**src/rtl/sctx_pkg.sv**
```systemverilog
package sctx_pkg;

    localparam int unsigned SYM_W = 7;

    typedef enum logic [1:0] {
        ST_IDLE,
        ST_MARK,
        ST_DATA,
        ST_GAP
    } sctx_state_e;

    typedef struct packed {
        logic             sync;
        logic [SYM_W-1:0] bits;
    } sctx_sym_t;

endpackage

```
**src/rtl/sctx_timebase.sv**
```systemverilog
module sctx_timebase #(
    parameter int unsigned CELL_BASE = 16,
    parameter int unsigned WORD_BASE = 224,
    parameter int unsigned CNT_W     = 8,
    parameter int unsigned SPD_W     = 2
) (
    input  logic [SPD_W-1:0] spd,
    output logic [CNT_W-1:0] cell_len,
    output logic [CNT_W-1:0] word_len
);
    localparam int unsigned N_SPD = 1 << SPD_W;

    logic [CNT_W-1:0] cell_tab [N_SPD];
    logic [CNT_W-1:0] word_tab [N_SPD];

    // One entry per speed setting: each step halves every interval.
    for (genvar g = 0; g < N_SPD; g++) begin : g_speed
        assign cell_tab[g] = CNT_W'(CELL_BASE >> g);
        assign word_tab[g] = CNT_W'(WORD_BASE >> g);
    end

    assign cell_len = cell_tab[spd];
    assign word_len = word_tab[spd];

endmodule

```
**src/rtl/sctx_holdbuf.sv**
```systemverilog
module sctx_holdbuf
    import sctx_pkg::*;
(
    input  logic      clk,
    input  logic      rst_n,
    input  logic      wr,
    input  sctx_sym_t din,
    input  logic      pop,
    output logic      full,
    output sctx_sym_t dout,
    output logic      ovr
);
    logic accept;

    // A write is taken when the slot is free or is being emptied in this cycle.
    assign accept = wr && (!full || pop);

    always_ff @(posedge clk or negedge rst_n) begin
        if (!rst_n) begin
            full <= 1'b0;
            dout <= '0;
            ovr  <= 1'b0;
        end else begin
            if (accept) begin
                dout <= din;
                full <= 1'b1;
            end else if (pop) begin
                full <= 1'b0;
            end
            if (wr && !accept) begin
                ovr <= 1'b1;
            end
        end
    end

endmodule

```
**src/rtl/sctx_fsm.sv**
```systemverilog
module sctx_fsm
    import sctx_pkg::*;
#(
    parameter int unsigned CNT_W = 8
) (
    input  logic             clk,
    input  logic             rst_n,
    input  logic             buf_full,
    input  sctx_sym_t        buf_dat,
    input  logic [CNT_W-1:0] cell_len,
    input  logic [CNT_W-1:0] word_len,
    output logic             pop,
    output logic             sdo,
    output logic             busy
);
    localparam int unsigned IDX_W = $clog2(SYM_W);
    localparam logic [IDX_W-1:0] LAST_IDX = IDX_W'(SYM_W - 1);

    sctx_state_e      state_q, state_d;
    logic [CNT_W-1:0] cell_cnt_q, slot_cnt_q, mark_end_q, cell_len_q, word_len_q;
    logic [IDX_W-1:0] bit_idx_q;
    logic [SYM_W-1:0] shreg_q;
    logic             load, cell_end, mark_end, slot_end;

    assign cell_end = (cell_cnt_q == cell_len_q - 1'b1);
    assign mark_end = (cell_cnt_q == mark_end_q - 1'b1);
    assign slot_end = (slot_cnt_q == word_len_q - 1'b1);

    // Next-state decision
    always_comb begin
        state_d = state_q;
        load    = 1'b0;
        unique case (state_q)
            ST_IDLE: begin
                if (buf_full) begin
                    load    = 1'b1;
                    state_d = ST_MARK;
                end
            end
            ST_MARK: begin
                if (mark_end) state_d = ST_DATA;
            end
            ST_DATA: begin
                if (cell_end && bit_idx_q == LAST_IDX) state_d = ST_GAP;
            end
            ST_GAP: begin
                if (slot_end) begin
                    if (buf_full) begin
                        load    = 1'b1;
                        state_d = ST_MARK;
                    end else begin
                        state_d = ST_IDLE;
                    end
                end
            end
            default: state_d = ST_IDLE;
        endcase
    end

    // State register
    always_ff @(posedge clk or negedge rst_n) begin
        if (!rst_n) state_q <= ST_IDLE;
        else        state_q <= state_d;
    end

    // Counters and shift register
    always_ff @(posedge clk or negedge rst_n) begin
        if (!rst_n) begin
            cell_cnt_q <= '0;
            slot_cnt_q <= '0;
            mark_end_q <= '0;
            cell_len_q <= '0;
            word_len_q <= '0;
            bit_idx_q  <= '0;
            shreg_q    <= '0;
        end else if (load) begin
            cell_cnt_q <= '0;
            slot_cnt_q <= '0;
            bit_idx_q  <= '0;
            shreg_q    <= buf_dat.bits;
            cell_len_q <= cell_len;
            word_len_q <= word_len;
            mark_end_q <= buf_dat.sync ? (cell_len << 1) : cell_len;
        end else begin
            unique case (state_q)
                ST_MARK: begin
                    slot_cnt_q <= slot_cnt_q + 1'b1;
                    cell_cnt_q <= mark_end ? '0 : cell_cnt_q + 1'b1;
                end
                ST_DATA: begin
                    slot_cnt_q <= slot_cnt_q + 1'b1;
                    if (cell_end) begin
                        cell_cnt_q <= '0;
                        bit_idx_q  <= bit_idx_q + 1'b1;
                        shreg_q    <= shreg_q << 1;
                    end else begin
                        cell_cnt_q <= cell_cnt_q + 1'b1;
                    end
                end
                ST_GAP: slot_cnt_q <= slot_cnt_q + 1'b1;
                default: ;
            endcase
        end
    end

    // Outputs
    always_comb begin
        pop  = load;
        busy = (state_q != ST_IDLE);
        unique case (state_q)
            ST_MARK: sdo = 1'b1;
            ST_DATA: sdo = shreg_q[SYM_W-1];
            default: sdo = 1'b0;
        endcase
    end

endmodule

```
**src/rtl/subcode_word_tx.sv**
```systemverilog
module subcode_word_tx
    import sctx_pkg::*;
#(
    parameter int unsigned CELL_BASE = 16,
    parameter int unsigned WORD_BASE = 224,
    parameter int unsigned SPD_W     = 2
) (
    input  logic             clk,
    input  logic             rst_n,
    input  logic             sym_vld,
    input  logic [SYM_W-1:0] sym_bits,
    input  logic             sym_sync,
    input  logic [SPD_W-1:0] spd,
    output logic             sdo,
    output logic             busy,
    output logic             ovr
);
    localparam int unsigned CNT_W = $clog2(WORD_BASE + 1);

    sctx_sym_t        in_sym, held_sym;
    logic             held_full, fsm_pop;
    logic [CNT_W-1:0] cell_len, word_len;

    assign in_sym.sync = sym_sync;
    assign in_sym.bits = sym_bits;

    sctx_timebase #(
        .CELL_BASE (CELL_BASE),
        .WORD_BASE (WORD_BASE),
        .CNT_W     (CNT_W),
        .SPD_W     (SPD_W)
    ) u_timebase (
        .spd      (spd),
        .cell_len (cell_len),
        .word_len (word_len)
    );

    sctx_holdbuf u_holdbuf (
        .clk   (clk),
        .rst_n (rst_n),
        .wr    (sym_vld),
        .din   (in_sym),
        .pop   (fsm_pop),
        .full  (held_full),
        .dout  (held_sym),
        .ovr   (ovr)
    );

    sctx_fsm #(
        .CNT_W (CNT_W)
    ) u_fsm (
        .clk      (clk),
        .rst_n    (rst_n),
        .buf_full (held_full),
        .buf_dat  (held_sym),
        .cell_len (cell_len),
        .word_len (word_len),
        .pop      (fsm_pop),
        .sdo      (sdo),
        .busy     (busy)
    );

endmodule

```
**config.mk**
```make
export PLATFORM = sky130hd
export DESIGN_NAME = subcode_word_tx
export DESIGN_NICKNAME = d
export VERILOG_FILES = /design/src/rtl/sctx_pkg.sv /design/src/rtl/sctx_timebase.sv /design/src/rtl/sctx_holdbuf.sv /design/src/rtl/sctx_fsm.sv /design/src/rtl/subcode_word_tx.sv
export SDC_FILE = /design/constraint.sdc
export NUM_CORES = 1
export LEC_CHECK = 0
export BUFFER_PORTS_ARGS = -buffer_cell sky130_fd_sc_hd__clkbuf_2
export CAP_MARGIN = 20
export CORE_MARGIN = 4
export CORE_UTILIZATION = 50
export CTS_CLUSTER_SIZE = 16
export DETAILED_ROUTE_END_ITERATION = 10
export GPL_TIMING_DRIVEN = 1
export PLACE_DENSITY_LB_ADDON = 0.25
export SYNTH_ARGS = -nofsm -noshare
export SYNTH_HDL_FRONTEND = slang
export SYNTH_HIERARCHICAL = 1
export SYNTH_SLANG_ARGS = --single-unit
```
**constraint.sdc**
```tcl
create_clock -name clk -period 5.27 [get_ports clk]
set_input_delay 0.527 -clock clk [delete_from_list [all_inputs] [get_ports clk]]
set_output_delay 0.527 -clock clk [all_outputs]
set_load 0.02 [all_outputs]
```
# Word-level counts from Yosys, hierarchy flattened
# Cells that the tools add are included.
# word_totals
regBits,62
inputBits,13
out_inout_bits,3
word_cells,78
# op_classes
addsub,6
n_lt_le_gt_ge,1
eq_ne,11
mux,31
n_bitwise,1
reduce_logical,16
# ops
operator,count
two-way mux 8 bit,10
binary-select mux 8 bit (select 2 bit),2
== test 8 bit,3
subtractor 8 x 1 -> 8 bit (second input constant),3
two-way mux 7 bit,3
adder 8 x 1 -> 8 bit (second input constant),2
case mux 8 bit (2 select lines),1
nonzero test 2 bit,5
two-way mux 3 bit,3
two-way mux 2 bit,4
case mux 2 bit (4 select lines),1
!= test 2 x 1 -> 1 bit (second input constant),3
two-way mux 1 bit,5
== test 2 bit (second input constant),2
case mux 1 bit (2 select lines),2
AND reduction 4 bit,1
adder 3 x 1 -> 3 bit (second input constant),1
== test 3 bit (second input constant),1
>= comparator 3 bit (second input constant),1
logical AND 1 bit,3
inverter 2 -> 3 bit,1
nonzero test 3 bit,1
OR reduction 3 bit,1
== test 2 x 1 -> 1 bit (second input constant),1
other kinds (5),6

# Longest topological paths before layout
# Gate-level depths: netlist of run 1.
# logic_depth
ltp_word,8
ltp_mapped,13
depth_no_buf,10

# Hierarchy
# The synthesis of run 1 kept the hierarchy.
# by_module_without_submodules
module,n_inst,cells_per_inst,area_each_um2,seq_area_each_um2
sctx_fsm,1,334,3236.9,1301.2
sctx_holdbuf,1,23,410.4,250.2
sctx_timebase,1,17,111.4,0.0

# Worst setup path after synthesis of run 1
# Ideal clock, no wire load.
# synth_path
path_kind,reg-to-reg
from,reg u_fsm.word_len_q[0]
to,reg u_holdbuf/dout[0] (netlist name)
setup_time_ns,0.125
arrival_ns,2.830
required_time_ns,5.145
setup_slack_ns,2.315
path_stages_with_launch,14
synth_period_minus_slack_ns,2.955
path_cell_list,dfrtp_1 -> inv_1 -> ha_1 -> clkbuf_1 -> o21bai_1 -> a211o_1 -> a21oi_1 -> nor2_1 -> o41ai_1 -> buf_2 -> buf_2 -> nand2b_4 -> nand2_4 -> mux2_4
# synth_via
elab_chain_cells,6
# synth_rtl
item,line_no,source
"start, declared",sctx_fsm.sv:20,"logic [CNT_W-1:0] cell_cnt_q, slot_cnt_q, mark_end_q, cell_len_q, word_len_q;"
"start signal, assigned",sctx_fsm.sv:82,word_len_q <= word_len;
subtractor 8 x 1 -> 8 bit,sctx_fsm.sv:27,assign slot_end = (slot_cnt_q == word_len_q - 1'b1);
== test 8 bit,sctx_fsm.sv:27,
two-way mux 1 bit,sctx_fsm.sv:47,if (slot_end) begin
case mux 1 bit (2 select lines),sctx_fsm.sv:33,unique case (state_q)
named net fsm_pop,subcode_word_tx.sv:21,"logic held_full, fsm_pop;"
logical OR 1 bit,sctx_holdbuf.sv:16,assign accept = wr && (!full || pop);
logical AND 1 bit,sctx_holdbuf.sv:16,
"end signal, assigned",sctx_holdbuf.sv:25,dout <= din;
"end, declared",sctx_holdbuf.sv:10,"output sctx_sym_t dout,"
# The timed path passes the listed nets, and every way through them passes these cells.
# A chain may end at the register's enable or synchronous reset.

# Final worst setup path of run 1
# layout_path
from,reg u_fsm.word_len_q[0]
to,reg u_fsm.cell_len_q[3]
# layout_via
elab_chain_cells,4
# layout_rtl
item,line_no,source
subtractor 8 x 1 -> 8 bit,sctx_fsm.sv:27,
== test 8 bit,sctx_fsm.sv:27,
two-way mux 1 bit,sctx_fsm.sv:47,
case mux 1 bit (2 select lines),sctx_fsm.sv:33,
named net fsm_pop,subcode_word_tx.sv:21,
"end signal, assigned",sctx_fsm.sv:81,cell_len_q <= cell_len;
"end, declared",sctx_fsm.sv:20,
# The timed path passes the listed nets, and every way through them passes these cells.

==> impl_results.html, run 1 <==
<table>
<tr><th>Metric</th><th>Value</th></tr>
<tr><th colspan="2">Cells and area</th></tr>
<tr><td>Most common library cell in the layout ignoring fill and taps</td><td>sky130_fd_sc_hd__dfrtp_1</td></tr>
<tr><td>Proportion of layout cells with a drive suffix above 1</td><td>15.9%</td></tr>
<tr><td>Final antenna diode count</td><td>0</td></tr>
<tr><td>Layout area overhead</td><td>8.69%</td></tr>
<tr><td>Count of non-filler cells in the finished layout</td><td>490</td></tr>
<tr><td>Total number of nets in the final design</td><td>411</td></tr>
<tr><td>Final core area utilization</td><td>56.0%</td></tr>
<tr><td>Most frequent cells in the layout</td><td>sky130_fd_sc_hd__dfrtp_1, sky130_fd_sc_hd__nor2_1, sky130_fd_sc_hd__nand2_1, sky130_fd_sc_hd__xor2_1, sky130_fd_sc_hd__xnor2_1</td></tr>
<tr><th colspan="2">Yosys</th></tr>
<tr><td>Share of the yosys chip area belonging to registers</td><td>41.3%</td></tr>
<tr><td>Number of synthesized register bits</td><td>62</td></tr>
<tr><td>Mean post-synth cell area</td><td>10.0 um2</td></tr>
<tr><td>Number of enable-type register cells in the synthesized netlist</td><td>0</td></tr>
<tr><td>Cell variety after synth</td><td>61</td></tr>
<tr><td>Syn Inst Count</td><td>374</td></tr>
<tr><td>Area of the mapped netlist</td><td>0.00376 mm2</td></tr>
<tr><td>Async set or reset register ratio after synthesis</td><td>100%</td></tr>
<tr><td>Prevailing post-synth register cell</td><td>sky130_fd_sc_hd__dfrtp_1</td></tr>
<tr><td>Number of synthesis warnings</td><td>6</td></tr>
<tr><th colspan="2">STA</th></tr>
<tr><td>Worst-margin pin slew</td><td>0.779 ns</td></tr>
<tr><td>Unrepaired setup endpoints after global routing</td><td>no</td></tr>
<tr><td>Time the final worst path needs with I/O delays and setup</td><td>3.16 ns</td></tr>
<tr><td>Setup TNS</td><td>0 ns</td></tr>
<tr><td>Largest clock skew in the final design</td><td>0.0106 ns</td></tr>
<tr><td>Maximum operating frequency</td><td>316 MHz</td></tr>
<tr><td>Worst-case headroom to the max-slew limit</td><td>48.1%</td></tr>
<tr><td>Final setup violation count</td><td>0</td></tr>
<tr><td>Total count of hold-check failures in the final report</td><td>0</td></tr>
<tr><td>Max-slew violation total from the final report</td><td>0</td></tr>
<tr><td>Period Utilization, post-route</td><td>60.0%</td></tr>
<tr><th colspan="2">GRT</th></tr>
<tr><td>Grt met1 use</td><td>26.3%</td></tr>
<tr><td>Final global-route overflow total</td><td>0</td></tr>
<tr><td>Antenna violations before repair</td><td>0</td></tr>
<tr><td>Routing layer with the top usage in global route</td><td>met1</td></tr>
<tr><td>Met2 Usage GRT</td><td>25.3%</td></tr>
<tr><td>First-pass GRT wire length</td><td>12.3 mm</td></tr>
<tr><td>Vias in the first global route</td><td>2495</td></tr>
<tr><td>Largest net degree at the start of global routing</td><td>63</td></tr>
<tr><td>Tot GR Track Use</td><td>17.7%</td></tr>
<tr><td>Grt met3 use</td><td>3.82%</td></tr>
<tr><th colspan="2">Placement</th></tr>
<tr><td>Placed Cells incl. Taps</td><td>474</td></tr>
<tr><td>Final estimated routing congestion in global placement</td><td>0.899</td></tr>
<tr><td>HPWL after detailed placement</td><td>4.99 mm</td></tr>
<tr><td>PortBufs</td><td>15</td></tr>
<tr><th colspan="2">Clock network</th></tr>
<tr><td>Buffers from clock root to sink, at most</td><td>2</td></tr>
<tr><td>Count of cells resized by post-cts repair</td><td>0</td></tr>
<tr><td>Number of CTS-inserted buffers</td><td>9</td></tr>
<tr><td>Hold buffer count at CTS</td><td>0</td></tr>
<tr><td>CTS HTree Levels</td><td>3</td></tr>
<tr><td>Clock slew at reported path FFs</td><td>0.08 ns</td></tr>
<tr><td>Master cell of the clock root buffer</td><td>sky130_fd_sc_hd__clkbuf_8</td></tr>
<tr><td>TritonCTS clock tree</td><td>built</td></tr>
<tr><td>Latest clock arrival within the worst-skew pair</td><td>0.34 ns</td></tr>
<tr><td>Number of sinks handled by clock tree synthesis</td><td>62</td></tr>
<tr><td>Post-CTS setup repair buffer count</td><td>0</td></tr>
<tr><th colspan="2">Flow run</th></tr>
<tr><td>Number of violations of the max-capacitance limit</td><td>0</td></tr>
<tr><th colspan="2">Setup path</th></tr>
<tr><td>Worst path arrival time</td><td>3.38 ns</td></tr>
<tr><td>Capturing element type of the critical path</td><td>register</td></tr>
<tr><td>Kind of critical path</td><td>register to register</td></tr>
<tr><td>Startpoint Class</td><td>register</td></tr>
<tr><td>Worst EP required</td><td>5.49 ns</td></tr>
<tr><td>Max Fanout on Critical Path</td><td>48</td></tr>
<tr><th colspan="2">Drt</th></tr>
<tr><td>Iteration-0 DRC count of the detailed router</td><td>94</td></tr>
<tr><td>Remaining number of nets flagged by the antenna check after routing</td><td>0</td></tr>
<tr><td>Detailed-router iteration count before antenna repair</td><td>4</td></tr>
<tr><td>Via/cell ratio</td><td>5.28</td></tr>
<tr><td>Vias after detailed routing</td><td>2585</td></tr>
<tr><td>Sum of routed wire length over all layers</td><td>7.07 mm</td></tr>
<tr><td>Average wire per cell in the routed design</td><td>14.4 um</td></tr>
<tr><td>Post-detailed-route DRC marker count</td><td>0</td></tr>
<tr><th colspan="2">Die</th></tr>
<tr><td>Initial core utilization</td><td>51.5%</td></tr>
<tr><td>Top-level port count</td><td>16</td></tr>
<tr><td>Die Y-Extent</td><td>94.7 um</td></tr>
<tr><td>Overall die width</td><td>94.7 um</td></tr>
<tr><td>Area of the core region</td><td>0.00729 mm2</td></tr>
<tr><td>Rows</td><td>31</td></tr>
<tr><td>Die footprint</td><td>0.00897 mm2</td></tr>
<tr><th colspan="2">Status</th></tr>
<tr><td>Run status</td><td>complete, no violations</td></tr>
<tr><th colspan="2">Power and ir drop</th></tr>
<tr><td>Worst VDD drop</td><td>0.300 mV</td></tr>
<tr><td>Leakage power figure</td><td>1.84 nW</td></tr>
<tr><td>Power density over the cells</td><td>608 mW/mm2</td></tr>
<tr><th colspan="2">Worst hold path</th></tr>
<tr><td>Hold WC Path Type</td><td>input pin to asynchronous set/reset pin</td></tr>
</table>
-- state kept, by name, summed over array words and instances, names as in the netlist, 3 cells and up --
signal / cells
u_fsm/word_len_q: 8
u_fsm/bit_idx_q: 3
u_holdbuf/dout: 8
u_fsm/cell_cnt_q: 8
u_fsm/slot_cnt_q: 8
u_fsm/shreg_q: 7
u_fsm/cell_len_q: 8
u_fsm/mark_end_q: 8
-- critical path, cell delays in order, from the launching register on --
cell                       delay [ns]
sky130_fd_sc_hd__dfrtp_1         0.43
sky130_fd_sc_hd__inv_1           0.09
sky130_fd_sc_hd__ha_1            0.31
sky130_fd_sc_hd__o21bai_1        0.20
sky130_fd_sc_hd__a211o_1         0.28
sky130_fd_sc_hd__a21oi_1         0.12
sky130_fd_sc_hd__nor2_1          0.08
sky130_fd_sc_hd__o41ai_2         0.62
sky130_fd_sc_hd__buf_4           0.53
sky130_fd_sc_hd__mux2_1          0.36
-- cells in the mapped netlist (3+ instances only) --
master                     number  share of area (%)
sky130_fd_sc_hd__nand2b_1       5               0.83
sky130_fd_sc_hd__buf_2          6               0.80
sky130_fd_sc_hd__clkbuf_1       4               0.40
sky130_fd_sc_hd__and3_1         5               0.83
sky130_fd_sc_hd__ha_1          12                4.0
sky130_fd_sc_hd__mux2_1        12                3.6
sky130_fd_sc_hd__nand2_1       30                3.0
sky130_fd_sc_hd__nor3_1         6               0.80
sky130_fd_sc_hd__a21oi_1       17                2.3
sky130_fd_sc_hd__inv_1         17                1.7
sky130_fd_sc_hd__nand3_1        3               0.40
sky130_fd_sc_hd__mux2_4         9                3.6
sky130_fd_sc_hd__o21ai_1       12                1.6
sky130_fd_sc_hd__dfrtp_1       62                 41
sky130_fd_sc_hd__nor2b_1        7                1.2
sky130_fd_sc_hd__mux2i_1       16                4.3
sky130_fd_sc_hd__buf_4         11                2.2
sky130_fd_sc_hd__o21ai_0        4               0.53
sky130_fd_sc_hd__nor2_1        33                3.3
sky130_fd_sc_hd__nand4_1       10                1.7
sky130_fd_sc_hd__or2_2          3               0.50
sky130_fd_sc_hd__xor2_1        22                5.1
sky130_fd_sc_hd__xnor2_1       19                4.4
-- through the flow --
stage	hold slack, ns	cell area (um2)	worst slack (ns)	power [W]
floorplan	0.231	3780	2.31	0.00179
global placement	0.469	3870	2.20	0.00199
detailed placement	0.473	3870	2.09	0.00203
CTS	0.376	4090	2.10	0.00250
global route	0.405	4090	1.85	0.00269
finish	0.352	4090	2.11	0.00249
-- cell type report --
cell class / instances / area, um2
clock inverter: 6 / 86.3
fill: 672 / 3210
timing repair buffer: 19 / 105
multi-input combinational: 277 / 2030
clock buffer: 10 / 128
inverter: 17 / 63.8
tap: 99 / 124
sequential: 62 / 1550
-- cell families after synthesis --
group                      after synthesis  share of synthesized area, %
muxes                                   37                          11.5
buffers and inverters                   40                          5.49
xor gates and xnor gates                41                          9.55
and+or+nand+nor                        129                          18.9
DFF                                     62                          41.3
adders and majority gates               12                          3.99
other                                    1                        0.0998
AOI/OAI and AO/OA                       52                          9.25
-- per-layer routing --
metal	vias to the layer above	share of wire, %
met4	0	1.4
met3	9	3.8
met1	1229	51
met2	47	44
li1	1300	-
met5	-	0
-- power breakdown --
| part | total, W | leakage [nW] | switching, W | internal (W) |
|---|---|---|---|---|
| Combinational | 0.00112 | 0.970 | 0.000576 | 0.000540 |
| Sequential | 0.000911 | 0.765 | 0.000241 | 0.000670 |
| Clock | 0.000458 | 0.106 | 0.000193 | 0.000265 |
| Total | 0.00249 | 1.84 | 0.00101 | 0.00148 |
-- final timing paths --
| check | slack (ns) | end | startpoint | cells after the start |
|---|---|---|---|---|
| setup / recovery | 2.11 | u_fsm/cell_len_q[3] | u_fsm/word_len_q[0] | 9 |
| hold / removal | 0.35 | u_fsm/cell_cnt_q[5] | rst_n | 2 |
| setup reg to reg | 2.11 | u_fsm/cell_len_q[3] | u_fsm/word_len_q[0] | 9 |
| hold reg to reg | 0.48 | u_holdbuf/ovr | u_holdbuf/ovr | 1 |
| max in group asynchronous | 4.40 | u_holdbuf/dout[4] | rst_n | 2 |
| min in group clk | 0.41 | u_holdbuf/dout[1] | sym_bits[1] | 2 |
(Power assumes the default switching activity.)
==> run 2, diff against run 1 <==
==> constraint.sdc (replaced) <==
create_clock -name clk -period 2.8 [get_ports clk]
set_input_delay 0.28 -clock clk [delete_from_list [all_inputs] [get_ports clk]]
set_output_delay 0.28 -clock clk [all_outputs]
set_load 0.02 [all_outputs]
==> run 2 against run 1 <==
Via count increased by 1.6%. Register-to-register slack lost 2.0 ns. First-iteration DRC count is 18% lower. Sequential cell count unchanged. Highest routed layer unchanged. Sequential share of layout area down 0.79 points. Wire length hardly changed. Core utilization is 1.2 points higher.
==> impl_results.html, run 2 (synthesized netlist as in run 1, its figures left out) <==
<table>
<tr><th>Metric</th><th>Value</th></tr>
<tr><th colspan="2">Power and ir drop</th></tr>
<tr><td>NetSw</td><td>0.00191 W</td></tr>
<tr><td>Share of total power in combinational logic</td><td>49.1%</td></tr>
<tr><td>Switching share of total power</td><td>41.0%</td></tr>
<tr><td>Share of power burned in the clock network</td><td>14.6%</td></tr>
<tr><td>Leakage power figure</td><td>1.90 nW</td></tr>
<tr><td>Share of power burned in registers</td><td>36.3%</td></tr>
<tr><td>Worst VDD drop</td><td>0.561 mV</td></tr>
<tr><td>Power density over the cells</td><td>1120 mW/mm2</td></tr>
<tr><td>Pint</td><td>0.00275 W</td></tr>
<tr><th colspan="2">Cells and area</th></tr>
<tr><td>Total area of sequential cells</td><td>0.00155 mm2</td></tr>
<tr><td>Final antenna diode count</td><td>0</td></tr>
<tr><td>Proportion of layout cells with a drive suffix above 1</td><td>17.9%</td></tr>
<tr><td>Count of filler cells inserted in the layout</td><td>655</td></tr>
<tr><td>Area occupied by multi-input gates</td><td>0.00205 mm2</td></tr>
<tr><td>Total number of nets in the final design</td><td>422</td></tr>
<tr><td>Count of non-filler cells in the finished layout</td><td>501</td></tr>
<tr><td>Most frequent cells in the layout</td><td>sky130_fd_sc_hd__dfrtp_1, sky130_fd_sc_hd__nor2_1, sky130_fd_sc_hd__nand2_1, sky130_fd_sc_hd__xor2_1, sky130_fd_sc_hd__xnor2_1</td></tr>
<tr><td>Most common library cell in the layout ignoring fill and taps</td><td>sky130_fd_sc_hd__dfrtp_1</td></tr>
<tr><td>Post-route design area</td><td>0.00418 mm2</td></tr>
<tr><td>Layout area overhead</td><td>11.1%</td></tr>
<tr><th colspan="2">STA</th></tr>
<tr><td>Largest clock skew in the final design</td><td>0.0113 ns</td></tr>
<tr><td>Worst-margin pin slew</td><td>0.564 ns</td></tr>
<tr><td>Final setup violation count</td><td>0</td></tr>
<tr><td>Maximum operating frequency</td><td>377 MHz</td></tr>
<tr><td>Period Utilization, post-route</td><td>94.7%</td></tr>
<tr><td>Total count of hold-check failures in the final report</td><td>0</td></tr>
<tr><td>Worst-case headroom to the max-slew limit</td><td>62.1%</td></tr>
<tr><td>Max-slew violation total from the final report</td><td>0</td></tr>
<tr><td>Time the final worst path needs with I/O delays and setup</td><td>2.65 ns</td></tr>
<tr><th colspan="2">Clock network</th></tr>
<tr><td>CTS HTree Levels</td><td>3</td></tr>
<tr><td>TritonCTS clock tree</td><td>built</td></tr>
<tr><td>Master cell of the clock root buffer</td><td>sky130_fd_sc_hd__clkbuf_8</td></tr>
<tr><td>Latest clock arrival within the worst-skew pair</td><td>0.33 ns</td></tr>
<tr><td>Buffers from clock root to sink, at most</td><td>2</td></tr>
<tr><td>Clock slew at reported path FFs</td><td>0.07 ns</td></tr>
<tr><td>Number of sinks handled by clock tree synthesis</td><td>62</td></tr>
<tr><td>Number of CTS-inserted buffers</td><td>9</td></tr>
<tr><th colspan="2">Flow run</th></tr>
<tr><td>Number of violations of the max-capacitance limit</td><td>0</td></tr>
<tr><th colspan="2">Placement</th></tr>
<tr><td>Placed Cells incl. Taps</td><td>478</td></tr>
<tr><td>HPWL after detailed placement</td><td>4.86 mm</td></tr>
<tr><td>PortBufs</td><td>15</td></tr>
<tr><td>Final estimated routing congestion in global placement</td><td>0.774</td></tr>
<tr><td>Placed cell areas</td><td>0.00393 mm2</td></tr>
<tr><th colspan="2">GRT</th></tr>
<tr><td>Antenna violations before repair</td><td>0</td></tr>
<tr><td>Final global-route overflow total</td><td>0</td></tr>
<tr><td>Tot GR Track Use</td><td>16.8%</td></tr>
<tr><td>Vias in the first global route</td><td>2612</td></tr>
<tr><td>Largest net degree at the start of global routing</td><td>51</td></tr>
<tr><td>First-pass GRT wire length</td><td>11.7 mm</td></tr>
<tr><th colspan="2">Drt</th></tr>
<tr><td>Vias after detailed routing</td><td>2626</td></tr>
<tr><td>Iteration-0 DRC count of the detailed router</td><td>77</td></tr>
<tr><td>Via/cell ratio</td><td>5.24</td></tr>
<tr><td>Sum of routed wire length over all layers</td><td>7.06 mm</td></tr>
<tr><td>Average wire per cell in the routed design</td><td>14.1 um</td></tr>
<tr><td>Remaining number of nets flagged by the antenna check after routing</td><td>0</td></tr>
<tr><td>Detailed-router iteration count before antenna repair</td><td>4</td></tr>
<tr><td>Post-detailed-route DRC marker count</td><td>0</td></tr>
<tr><th colspan="2">Die</th></tr>
<tr><td>Die footprint</td><td>0.00897 mm2</td></tr>
<tr><td>Top-level port count</td><td>16</td></tr>
<tr><td>Overall die width</td><td>94.7 um</td></tr>
<tr><td>Initial core utilization</td><td>51.5%</td></tr>
<tr><td>Area of the core region</td><td>0.00729 mm2</td></tr>
<tr><td>Rows</td><td>31</td></tr>
<tr><td>Die Y-Extent</td><td>94.7 um</td></tr>
<tr><th colspan="2">Setup path</th></tr>
<tr><td>Max Fanout on Critical Path</td><td>8</td></tr>
<tr><td>Worst path arrival time</td><td>2.86 ns</td></tr>
<tr><td>Startpoint Class</td><td>register</td></tr>
<tr><td>Kind of critical path</td><td>register to register</td></tr>
<tr><td>Capturing element type of the critical path</td><td>register</td></tr>
<tr><td>Worst EP required</td><td>3.01 ns</td></tr>
<tr><th colspan="2">Worst hold path</th></tr>
<tr><td>Hold WC Path Type</td><td>input pin to register</td></tr>
<tr><th colspan="2">Status</th></tr>
<tr><td>Run status</td><td>complete, no violations</td></tr>
</table>
-- run 2: power by group through the flow --
stage / clock network, W / logic (W) / registers [W]
after global routing: 0.000737 / 0.00257 / 0.00175
after global placement: 0 / 0.00212 / 0.00168
final: 0.000682 / 0.00229 / 0.00169
after detailed placement: 0 / 0.00217 / 0.00169
after floorplan: 0 / 0.00185 / 0.00155
after CTS: 0.000697 / 0.00218 / 0.00168
-- run 2: layout make-up --
cell class                      instances  area share (%)
Timing Repair Buffer                   30            5.15
Inverter                               17            1.53
Clock buffer                           13            3.57
Clock inverter                          3           0.479
Multi-Input combinational cell        277            49.1
Sequential cell                        62            37.2
Tap cell                               99            2.97
-- run 2: stage by stage --
| stage | utilization [%] | total power (W) | setup slack, ns | TNS (ns) | hold WS (ns) |
|---|---|---|---|---|---|
| floorplan | - | 0.00340 | 0.0251 | 0 | -0.0156 |
| global placement | 53.8 | 0.00380 | 0.206 | 0 | 0.267 |
| detailed placement | 53.8 | 0.00386 | 0.170 | 0 | 0.269 |
| CTS | 56.3 | 0.00456 | 0.155 | 0 | 0.164 |
| global route | 57.3 | 0.00505 | -0.0268 | -0.168 | 0.166 |
| finish | 57.3 | 0.00466 | 0.148 | 0 | 0.173 |
-- run 2: path summary, 6_finish.rpt --
kind | from | end | slack (ns) | cells after the start
min in group asynchronous | rst_n | u_fsm/mark_end_q[7] | 0.45 | 2
max in group asynchronous | rst_n | u_fsm/word_len_q[0] | 1.65 | 3
worst max register to register | u_fsm/word_len_q[1] | u_holdbuf/dout[3] | 0.15 | 10
worst min-delay path | sym_bits[0] | u_holdbuf/dout[0] | 0.17 | 2
worst max-delay path | u_fsm/word_len_q[1] | u_holdbuf/dout[3] | 0.15 | 10
worst min register to register | u_holdbuf/dout[3] | u_fsm/shreg_q[3] | 0.49 | 2
-- run 2: layer usage --
metal / GRT usage [%] / up-vias / routed length (um)
met5: 0 / - / 0
met3: 3.75 / 2 / 278
met2: 26.7 / 44 / 3290
li1: - / 1316 / -
met1: 22.4 / 1264 / 3450
met4: 6.49 / 0 / 36
-- run 2: repair_timing --
item,4_1_cts,5_1_grt
buffers inserted,0,4
endpoints found under the hold margin,17,0
hold buffers,1,0
endpoints found under the setup margin,0,26
resized for setup,0,4
-- run 2: critical path: stages, from the launching register on --
cell and delay, ns:
sky130_fd_sc_hd__dfrtp_1 0.40, sky130_fd_sc_hd__inv_1 0.08, sky130_fd_sc_hd__ha_1 0.19, sky130_fd_sc_hd__o21bai_1 0.16
sky130_fd_sc_hd__a211o_1 0.31, sky130_fd_sc_hd__a21oi_2 0.11, sky130_fd_sc_hd__nor2_1 0.08, sky130_fd_sc_hd__o41ai_4 0.52
sky130_fd_sc_hd__nand2b_4 0.24, sky130_fd_sc_hd__nand2_4 0.11, sky130_fd_sc_hd__mux2_4 0.31
